[src/rtl/rc6_pkg.sv]
package rc6_pkg;
  typedef enum logic [1:0] {
    PH_IDLE = 2'd0,
    PH_PRE  = 2'd1,
    PH_RUN  = 2'd2,
    PH_POST = 2'd3
  } rc6_phase_e;
endpackage

[src/rtl/rc6_key_bank.sv]
// One bank of round keys: a single shared address port, so a write takes
// the port for its cycle and a read returns data one cycle after its address.
module rc6_key_bank #(
  parameter int WORD_W = 32,
  parameter int DEPTH  = 22,
  parameter int ADDR_W = 5
) (
  input  logic              clk,
  input  logic              wr_en,
  input  logic [ADDR_W-1:0] wr_addr,
  input  logic [WORD_W-1:0] wr_data,
  input  logic              rd_en,
  input  logic [ADDR_W-1:0] rd_addr,
  output logic [WORD_W-1:0] rd_data
);
  logic [WORD_W-1:0] mem [DEPTH];
  logic [ADDR_W-1:0] port_addr;

  assign port_addr = wr_en ? wr_addr : rd_addr;

  always_ff @(posedge clk) begin
    if (wr_en) begin
      mem[port_addr] <= wr_data;
    end else if (rd_en) begin
      rd_data <= mem[port_addr];
    end
  end
endmodule

[src/rtl/rc6_round.sv]
// Combinational RC6 round: quadratic mix, data-dependent rotations, key add.
module rc6_round #(
  parameter int WORD_W = 32,
  parameter int LGW    = 5
) (
  input  logic [WORD_W-1:0] a_i,
  input  logic [WORD_W-1:0] b_i,
  input  logic [WORD_W-1:0] c_i,
  input  logic [WORD_W-1:0] d_i,
  input  logic [WORD_W-1:0] k_even,
  input  logic [WORD_W-1:0] k_odd,
  output logic [WORD_W-1:0] a_o,
  output logic [WORD_W-1:0] b_o,
  output logic [WORD_W-1:0] c_o,
  output logic [WORD_W-1:0] d_o
);
  localparam logic [LGW-1:0] FIX_ROT = LGW'(LGW);

  // Rotate left by taking the upper half of a doubled word shifted left.
  function automatic logic [WORD_W-1:0] rotl(input logic [WORD_W-1:0] x,
                                             input logic [LGW-1:0]    n);
    logic [2*WORD_W-1:0] dbl;
    dbl = {x, x} << n;
    return dbl[2*WORD_W-1:WORD_W];
  endfunction

  logic [WORD_W-1:0] b_odd, d_odd, b_sq, d_sq, t_mix, u_mix, a_new, c_new;

  assign b_odd = {b_i[WORD_W-2:0], 1'b1};
  assign d_odd = {d_i[WORD_W-2:0], 1'b1};
  assign b_sq  = b_i * b_odd;
  assign d_sq  = d_i * d_odd;
  assign t_mix = rotl(b_sq, FIX_ROT);
  assign u_mix = rotl(d_sq, FIX_ROT);
  // Only the low LGW bits of the mixed words steer the rotations.
  assign a_new = rotl(a_i ^ t_mix, u_mix[LGW-1:0]) + k_even;
  assign c_new = rotl(c_i ^ u_mix, t_mix[LGW-1:0]) + k_odd;

  assign a_o = b_i;
  assign b_o = c_new;
  assign c_o = d_i;
  assign d_o = a_new;
endmodule

[src/rtl/rc6_ctrl.sv]
// Phase sequencer and key-pair counter. The pair address is issued one
// cycle ahead of use to cover the synchronous read of the key banks.
module rc6_ctrl
  import rc6_pkg::*;
#(
  parameter int ROUNDS = 20,
  parameter int PAIR_W = 5
) (
  input  logic              clk,
  input  logic              rst,
  input  logic              blk_wr,
  output rc6_phase_e        phase,
  output logic              ld_blk,
  output logic              rd_en,
  output logic [PAIR_W-1:0] rd_pair,
  output logic              done
);
  localparam logic [PAIR_W-1:0] LAST_RND = PAIR_W'(ROUNDS);
  localparam logic [PAIR_W-1:0] ONE      = PAIR_W'(1);

  logic [PAIR_W-1:0] pair_q;

  assign ld_blk = (phase == PH_IDLE) && blk_wr;

  always_comb begin
    rd_en   = 1'b1;
    rd_pair = '0;
    case (phase)
      PH_IDLE: begin
        rd_en   = blk_wr;
        rd_pair = '0;
      end
      PH_PRE:  rd_pair = ONE;
      PH_RUN:  rd_pair = pair_q + ONE;
      default: begin
        rd_en   = 1'b0;
        rd_pair = '0;
      end
    endcase
  end

  always_ff @(posedge clk) begin
    if (rst) begin
      phase  <= PH_IDLE;
      pair_q <= '0;
      done   <= 1'b0;
    end else begin
      done   <= 1'b0;
      pair_q <= rd_pair;
      case (phase)
        PH_IDLE: if (blk_wr) phase <= PH_PRE;
        PH_PRE:  phase <= PH_RUN;
        PH_RUN:  if (pair_q == LAST_RND) phase <= PH_POST;
        default: begin
          phase <= PH_IDLE;
          done  <= 1'b1;
        end
      endcase
    end
  end
endmodule

[src/rtl/rc6_encrypt_core.sv]
module rc6_encrypt_core
  import rc6_pkg::*;
#(
  parameter int WORD_W = 32,
  parameter int ROUNDS = 20,
  localparam int KEY_CNT = 2 * ROUNDS + 4,
  localparam int IDX_W   = $clog2(KEY_CNT),
  localparam int BLK_W   = 4 * WORD_W
) (
  input  logic              clk,
  input  logic              rst,
  input  logic              key_wr,
  input  logic [IDX_W-1:0]  key_idx,
  input  logic [WORD_W-1:0] key_data,
  input  logic              blk_wr,
  input  logic [BLK_W-1:0]  blk_in,
  output logic              done,
  output logic [BLK_W-1:0]  ct_out
);
  localparam int BANK_D = ROUNDS + 2;
  localparam int PAIR_W = $clog2(BANK_D);
  localparam int LGW    = $clog2(WORD_W);
  localparam logic [IDX_W:0] KEY_LIMIT = (IDX_W + 1)'(KEY_CNT);

  rc6_phase_e        phase;
  logic              ld_blk, rd_en, key_ok;
  logic [PAIR_W-1:0] rd_pair;
  logic [WORD_W-1:0] bank_q [2];
  logic [WORD_W-1:0] wa, wb, wc, wd;
  logic [WORD_W-1:0] ra, rb, rc, rd;

  assign key_ok = ({1'b0, key_idx} < KEY_LIMIT);

  rc6_ctrl #(.ROUNDS(ROUNDS), .PAIR_W(PAIR_W)) u_ctrl (
    .clk    (clk),
    .rst    (rst),
    .blk_wr (blk_wr),
    .phase  (phase),
    .ld_blk (ld_blk),
    .rd_en  (rd_en),
    .rd_pair(rd_pair),
    .done   (done)
  );

  // Bank 0 holds even-indexed keys, bank 1 odd-indexed keys.
  for (genvar p = 0; p < 2; p++) begin : g_bank
    rc6_key_bank #(.WORD_W(WORD_W), .DEPTH(BANK_D), .ADDR_W(PAIR_W)) u_bank (
      .clk    (clk),
      .wr_en  (key_wr && key_ok && (key_idx[0] == 1'(p))),
      .wr_addr(key_idx[IDX_W-1:1]),
      .wr_data(key_data),
      .rd_en  (rd_en),
      .rd_addr(rd_pair),
      .rd_data(bank_q[p])
    );
  end

  rc6_round #(.WORD_W(WORD_W), .LGW(LGW)) u_round (
    .a_i   (wa),
    .b_i   (wb),
    .c_i   (wc),
    .d_i   (wd),
    .k_even(bank_q[0]),
    .k_odd (bank_q[1]),
    .a_o   (ra),
    .b_o   (rb),
    .c_o   (rc),
    .d_o   (rd)
  );

  always_ff @(posedge clk) begin
    if (rst) begin
      wa     <= '0;
      wb     <= '0;
      wc     <= '0;
      wd     <= '0;
      ct_out <= '0;
    end else if (ld_blk) begin
      wa <= blk_in[4*WORD_W-1 -: WORD_W];
      wb <= blk_in[3*WORD_W-1 -: WORD_W];
      wc <= blk_in[2*WORD_W-1 -: WORD_W];
      wd <= blk_in[WORD_W-1 -: WORD_W];
    end else begin
      case (phase)
        PH_PRE: begin
          wb <= wb + bank_q[0];
          wd <= wd + bank_q[1];
        end
        PH_RUN: begin
          wa <= ra;
          wb <= rb;
          wc <= rc;
          wd <= rd;
        end
        PH_POST: ct_out <= {wa + bank_q[0], wb, wc + bank_q[1], wd};
        default: ;
      endcase
    end
  end
endmodule

[config.mk]
export PLATFORM = sky130hd
export DESIGN_NAME = rc6_encrypt_core
export DESIGN_NICKNAME = d
export VERILOG_FILES = /design/src/rtl/rc6_pkg.sv /design/src/rtl/rc6_key_bank.sv /design/src/rtl/rc6_round.sv /design/src/rtl/rc6_ctrl.sv /design/src/rtl/rc6_encrypt_core.sv
export SDC_FILE = /design/constraint.sdc
export NUM_CORES = 2
export LEC_CHECK = 0
export ABC_AREA = 1
export BUFFER_PORTS_ARGS = -buffer_cell sky130_fd_sc_hd__buf_4
export CAP_MARGIN = 20
export CORE_UTILIZATION = 25
export CTS_CLUSTER_SIZE = 16
export DETAILED_ROUTE_END_ITERATION = 8
export SETUP_SLACK_MARGIN = 0.02
export SYNTH_ARGS = -nofsm -noshare
export SYNTH_HDL_FRONTEND = slang
export SYNTH_HIERARCHICAL = 1
export SYNTH_SLANG_ARGS = --single-unit
[constraint.sdc]
create_clock -name clk -period 11.2 [get_ports clk]
set_input_delay 2.8 -clock clk [delete_from_list [all_inputs] [get_ports clk]]
set_output_delay 2.8 -clock clk [all_outputs]
set_load 0.01 [all_outputs]
==> Word level (Yosys, flattened, before mapping) <==
Memories as Yosys holds them, arrays and structs flattened. A register that Yosys moved wholly into a read port is not among the register bits.
Cells that the tools add are included.
{ "word_totals": {"out_inout_bits": 129, "romBits": 0, "inputBits": 170, "n_memories": 2, "ramBits": 1408, "elab_cells": 67, "regBits": 264, "latchBits": 0} }
{ "classes": {"div_mod_pow": 0, "eq_ne": 6, "order_cmp": 1, "n_shift": 2, "add_sub_neg": 7, "n_mul": 2, "n_reduce_logical": 13, "n_mux": 20, "bitwise": 6} }
{ "mem_list": {"columns": ["name", "depth", "width", "rd", "rd_ports_with_merged_regs", "wr", "line_no", "text"], "rows": [
  ["g_bank[0].u_bank.mem", 22, 32, 1, 1, 1, "rc6_key_bank.sv:16", "logic [WORD_W-1:0] mem [DEPTH];"],
  ["g_bank[1].u_bank.mem", 22, 32, 1, 1, 1, "rc6_key_bank.sv:16", null]
]} }
{ "op_table": {"columns": ["cell", "n"], "rows": [
  ["$add 32x32->32", 6],
  ["$mux 32", 6],
  ["$pmux 32 s2", 2],
  ["$shl 64x5->64", 2],
  ["$mul 32x32->32", 2],
  ["$xor 32x32->32", 2],
  ["$mux 5", 2],
  ["$pmux 5 s2", 1],
  ["$reduce_and 2->1", 4],
  ["$lt 6x6->1 const B", 1],
  ["$pmux 2 s3", 1],
  ["$add 5x1->5 const B", 1],
  ["$eq 5x5->1 const B", 1],
  ["$mux 1", 5],
  ["$eq 2x2->1 const B", 2],
  ["$logic_and 1x1->1", 4],
  ["$mux 2", 2],
  ["$not 1->1", 4],
  ["$reduce_bool 3->1", 1],
  ["$reduce_or 3->1", 1],
  ["$eq 2x1->1 const B", 1],
  ["$logic_not 2->1", 1],
  ["$ne 2x1->1 const B", 1],
  ["$ne 2x2->1 const B", 1],
  ["other kinds (3)", 3]
]} }

==> Logic depth before layout (Yosys ltp) <==
{ "logic_depth": {"depth_word": 6, "mapped_depth": 66, "ltp_nobuf": 64} }

==> Hierarchy <==
The synthesis kept the hierarchy.
{ "by_module_without_submodules": {"columns": ["mod", "cells_per_inst", "area_each_um2", "seq_area_each_um2", "n_inst"], "rows": [
  ["rc6_key_bank", 2810, 30409.2, 22101.2, 2],
  ["rc6_round", 4881, 36343.6, 0.0, 1],
  ["rc6_encrypt_core", 3129, 18796.8, 5124.9, 1],
  ["rc6_ctrl", 66, 481.7, 160.2, 1]
]} }

==> Least setup slack after synthesis <==
OpenSTA, ideal clock, no wires.
{ "synth_timing": {"path_kind": "register to register", "from": "register wb[10]", "to": "register wb[28]", "path_stages_with_launch": 59, "setup_slack_ps": 1062, "arrival_time_ps": 10067, "setup_ps": 70, "required_time_ps": 11130, "n_path_buf": 4, "synth_period_minus_slack_ps": 10138, "path_cell_list": "dfxtp_1 -> clkbuf_1 -> buf_1 -> nand2_1 -> fa_1 -> inv_1 -> fa_1 -> fa_1 -> inv_1 -> fa_1 -> inv_1 -> fa_1 -> inv_1 -> fa_1 -> inv_1 -> fa_1 -> fa_1 -> ha_1 -> [23 not listed] -> nor2_1 -> a211oi_1 -> o21ai_1 -> a21boi_1 -> o21ai_2 -> a21oi_2 -> o21ai_1 -> a21oi_2 -> o21bai_1 -> a21boi_1 -> o21ai_1 -> xor2_1 -> nand2_1 -> nand2_1 -> inv_1 -> nand2_1 -> nand2_1 -> a21oi_1"} }
{ "synth_via": {"elab_chain_len": 5, "elab_cells_between_ends": 6, "cone_classes": "add/sub (2); mul (1); shift (1); mux (2)"} }
{ "synth_rtl": {"columns": ["item", "line_no", "text"], "rows": [
  ["start: declaration", "rc6_encrypt_core.sv:29", "logic [WORD_W-1:0] wa, wb, wc, wd;"],
  ["start signal: assignment", "rc6_encrypt_core.sv:80", "wb <= blk_in[3*WORD_W-1 -: WORD_W];"],
  ["start signal: assignment", "rc6_encrypt_core.sv:86", "wb <= wb + bank_q[0];"],
  ["start signal: assignment", "rc6_encrypt_core.sv:91", "wb <= rb;"],
  ["$mul 32x32->32", "rc6_round.sv:31", "assign b_sq = b_i * b_odd;"],
  ["$shl 64x5->64", "rc6_round.sv:23", "dbl = {x, x} << n;"],
  ["$add 32x32->32", "rc6_round.sv:37", "assign c_new = rotl(c_i ^ u_mix, t_mix[LGW-1:0]) + k_odd;"],
  ["named net rb[28]", "rc6_encrypt_core.sv:30", "logic [WORD_W-1:0] ra, rb, rc, rd;"],
  ["$pmux 32 s2", "rc6_encrypt_core.sv:84", "case (phase)"],
  ["$mux 32", "rc6_encrypt_core.sv:78", "end else if (ld_blk) begin"]
]} }
The timed path passes the listed nets, and every way through them passes these cells.
A chain may end at the register's enable or synchronous reset.

==> Worst setup path after layout <==
{ "layout_timing": {"from": "register wb[17]", "to": "register wb[31]"} }
Same word-level chain as after synthesis.

==> impl_table.tex <==
\begin{tabular}{lr}
\hline
Metric & Value \\
\hline
\multicolumn{2}{l}{\textbf{Run status}} \\
\quad Result of the run & completed \\
\multicolumn{2}{l}{\textbf{STA}} \\
\quad Clock period minus worst slack & about 11 ns \\
\quad Setup repair after global routing missed its margin & true \\
\quad Skew final & between 0.1 and 0.15 ns \\
\quad Final setup violation count & 0 \\
\quad Fin. Hold Viols & 0 \\
\quad Pins Over Slew Limit & 0 \\
\quad Part of the cycle the worst path needs & between 90\% and 100\% \\
\quad Worst hold slack & between 0.5 and 0.6 ns \\
\quad Highest achievable clock rate & a little over 0.09 GHz \\
\quad Normalized max-slew margin & between 20\% and 30\% \\
\quad Slew at the pin with the worst max-slew slack & approximately 1.1 ns \\
\multicolumn{2}{l}{\textbf{Clock network}} \\
\quad Cts-stage hold buffer count & 0 \\
\quad Root Driver & clkbuf\_16 \\
\quad Clock tree from TritonCTS & built \\
\quad Maximum buffer depth of the clock tree & 4 \\
\quad Clock network latency to the later pin of the worst-skew pair & just over 0.9 ns \\
\quad CTS clk-pin slew, worst paths & approximately 0.080 ns \\
\quad Htree depth & 4 \\
\quad Number of sinks handled by clock tree synthesis & roughly 1,700 \\
\quad Number of CTS-inserted buffers & between 150 and 200 \\
\multicolumn{2}{l}{\textbf{Detailed routing}} \\
\quad DRC marker count from the first detailed-route iteration & about 8,700 \\
\quad Final ANT Viol Nets & 0 \\
\quad Detailed-route wire length & 417,000 um \\
\quad DRC violations left & 0 \\
\quad Drt pass-1 iters & 7 \\
\quad Routed via count & between 90,000 and 100k \\
\quad Mean routed wirelength per cell & just over 20 um \\
\quad Per-cell via count in the routed design & roughly 4.6 \\
\multicolumn{2}{l}{\textbf{Worst setup path}} \\
\quad Start-to-end type of the worst setup path & flip-flop to flip-flop \\
\quad Reg-to-Reg End & wb[31] \\
\quad CP startpoint kind & flip-flop \\
\quad Critical Path Sink Type & flip-flop \\
\quad Register-to-register path setup slack & between 0.3 and 0.4 ns \\
\quad Largest stage delay on the critical path & approximately 0.60 ns \\
\quad CP Data Required Time & $\sim$12 ns \\
\quad Cell with the most instances on the worst path & nand2\_1 \\
\quad Depth of the worst register-to-register path & 51 \\
\quad Critical R2R Launch & wb[17] \\
\quad Data arrival, critical path & between 10 and 15 ns \\
\quad Slowest CP cell & fa\_1 \\
\quad Crit-path max FO & 14 \\
\multicolumn{2}{l}{\textbf{Global routing}} \\
\quad Total GRT Usage & between 10\% and 20\% \\
\quad Total grt overflow & 0 \\
\quad Largest net degree at the start of global routing & 164 \\
\quad Via count of the first global-routing pass & between 80,000 and 90,000 \\
\quad Initial antenna violation count & 45 \\
\quad First-pass GRT wire length & approximately 600,000 um \\
\multicolumn{2}{l}{\textbf{Logic synthesis}} \\
\quad Post-synth ARST share & 0\% \\
\quad Count of unique library cells instantiated by Yosys & 62 \\
\quad Post-Synthesis Cell Area & 116,000 sq um \\
\quad Gate Count Post-Synth & 13,696 \\
\quad Number of enable-type register cells in the synthesized netlist & $\sim$1,500 \\
\quad Sequential element share of the synthesized area & roughly 43\% \\
\quad Number of storage elements in the synthesis netlist & around 1,700 \\
\quad Main synth FF type & edfxtp\_1 \\
\quad YS warnings & 6 \\
\quad Avg Cell Area, Syn & $\sim$8.5 sq um \\
\quad Net count after synthesis & about 15,000 \\
\multicolumn{2}{l}{\textbf{Worst hold path}} \\
\quad End of the worst hold path & ct\_out[109] \\
\quad Type of the most critical hold path & flip-flop to flip-flop \\
\quad Start point of the worst min-delay path & ct\_out[109] \\
\quad Count of cells along the worst hold path & 2 \\
\multicolumn{2}{l}{\textbf{Floorplan}} \\
\quad Area of the core & $\sim$460,000 sq um \\
\quad Initial Util & between 20\% and 30\% \\
\quad Die X-Extent & between 600 and 700 um \\
\quad Full die area & $\sim$470,000 sq um \\
\quad Die H & 684 um \\
\quad Number of placement rows & between 200 and 300 \\
\quad Number of primary I/O pins & 299 \\
\multicolumn{2}{l}{\textbf{Place}} \\
\quad Number of buffer cells added on primary ports & between 200 and 300 \\
\quad Detailed-placement wirelength estimate & 300,000 um \\
\quad Area after detailed placement & between 100,000 and 150,000 sq um \\
\quad Final Wtd Congestion & approximately 0.96 \\
\multicolumn{2}{l}{\textbf{Finish}} \\
\quad Share of the core filled with cells & about 29\% \\
\quad Syn-to-layout area delta & 14.0\% \\
\quad Post-layout net count & between 15,000 and 20,000 \\
\quad Fill cell total of the finished layout & $\sim$49,000 \\
\quad Most common cell after layout, fill and taps aside & nand2\_1 \\
\quad Ratio of cells with drive above 1 in the final layout & 8.52\% \\
\quad Design area & 133,000 sq um \\
\quad Most used cells in the layout excluding fill and tap cells & nand2\_1 (5,205), inv\_1 (1,664), edfxtp\_1 (1,472) \\
\multicolumn{2}{l}{\textbf{Flow run}} \\
\quad Max Cap Viol & 0 \\
\hline
\end{tabular}
## registers in the layout, indices dropped and copies added (netlist names)
signal                 cells
ct_out                   128
u_ctrl/pair_q              5
u_ctrl/phase               2
g_bank.u_bank/rd_data     64
g_bank.u_bank/mem       1408
u_ctrl/done                1
wc                        32
wa                        32
wd                        32
wb                        32
## cells in the mapped netlist (19+ instances only)
| cell type | n | area [sq um] |
|---|---|---|
| a21o_1 | 29 | 218 |
| a21oi_1 | 307 | 1540 |
| a31oi_1 | 88 | 551 |
| buf_1 | 41 | 154 |
| buf_2 | 247 | 1240 |
| buf_4 | 81 | 608 |
| clkbuf_1 | 266 | 998 |
| dfxtp_1 | 264 | 5290 |
| edfxtp_1 | 1472 | 44200 |
| fa_1 | 735 | 14700 |
| ha_1 | 462 | 5780 |
| inv_1 | 1668 | 6260 |
| inv_2 | 33 | 124 |
| nand2_1 | 5213 | 19600 |
| nand2_2 | 33 | 206 |
| nand3_1 | 887 | 4440 |
| nand3_2 | 19 | 190 |
| nand4_1 | 28 | 175 |
| nor2_1 | 705 | 2650 |
| nor3_1 | 35 | 175 |
| o211ai_1 | 22 | 165 |
| o21ai_0 | 407 | 2040 |
| o21ai_1 | 112 | 561 |
| o21ai_2 | 23 | 201 |
| o21bai_1 | 50 | 375 |
| or2_1 | 24 | 150 |
| xnor2_1 | 106 | 928 |
| xor2_1 | 166 | 1450 |
## worst max-delay path, delay by kind of cell (launching register included)
| kind | cells | cell delay, ns |
|---|---|---|
| buf+inv | 11 | 1.06 |
| xor+xnor | 1 | 0.27 |
| compound gates | 11 | 2.19 |
| fa+ha+maj | 10 | 4.79 |
| flops | 1 | 0.46 |
| simple gates | 18 | 1.89 |
## timing repair
action                                 CTS  global route
gates resized for setup                  0           105
endpoints found under the hold margin    0             0
buffers inserted                         0             1
setup endpoints to repair                0            31
## worst max-delay path by stage
| stage | slack [ns] | startpoint | depth (start not counted) | endpoint |
|---|---|---|---|---|
| finish | 0.33 | wb[17] | 51 | wb[31] |
| global route | -0.04 | wd[2] | 64 | wb[31] |
| CTS | 0.09 | wb[13] | 56 | wb[31] |
| detailed placement | 0.14 | wd[13] | 50 | wd[30] |
| global placement | -0.02 | wd[13] | 52 | wd[29] |
| floorplan | 1.06 | wb[10] | 58 | wb[28] |
## cell type report
| class | count | area [sq um] | area share (%) |
|---|---|---|---|
| antenna | 18 | 45.0 | 0.0339 |
| sequential | 1736 | 49600 | 37.3 |
| clock inverter | 98 | 915 | 0.689 |
| clock buffer | 234 | 4970 | 3.74 |
| multi-input combinational | 9609 | 58100 | 43.8 |
| tap | 6174 | 7720 | 5.82 |
| inverter | 1706 | 6440 | 4.85 |
| timing repair buffer | 615 | 5030 | 3.79 |
## metal layers
layer | GRT usage (%) | wire length, um | vias to the layer above
met2 | 27.1 | 185000 | 3358
met1 | 23.9 | 181000 | 44933
met4 | 5.52 | 15300 | 26
met3 | 3.19 | 34700 | 512
li1 | - | - | 43751
met5 | 0 | 157 | -
## stage by stage
step	std cells	setup slack [ns]	TNS [ns]
after floorplan	13696	1.06	0
after global placement	19826	-0.0174	-0.0174
after detailed placement	19831	0.137	0
after CTS	20163	0.0870	0
after global routing	20177	-0.0356	-0.0501
final	20190	0.334	0
## cells by family after synthesis
group | synth area share [%]
adders and majority gates | 17.6
xor gates and xnor gates | 2.09
and+or+nand+nor | 24.2
muxes | 0.146
AOI/OAI and AO/OA | 5.27
buffers and inverters | 8.17
DFF | 42.5
Power is not shown: default switching activity piles up to over one toggle a cycle in this logic, so the estimate is an artifact.
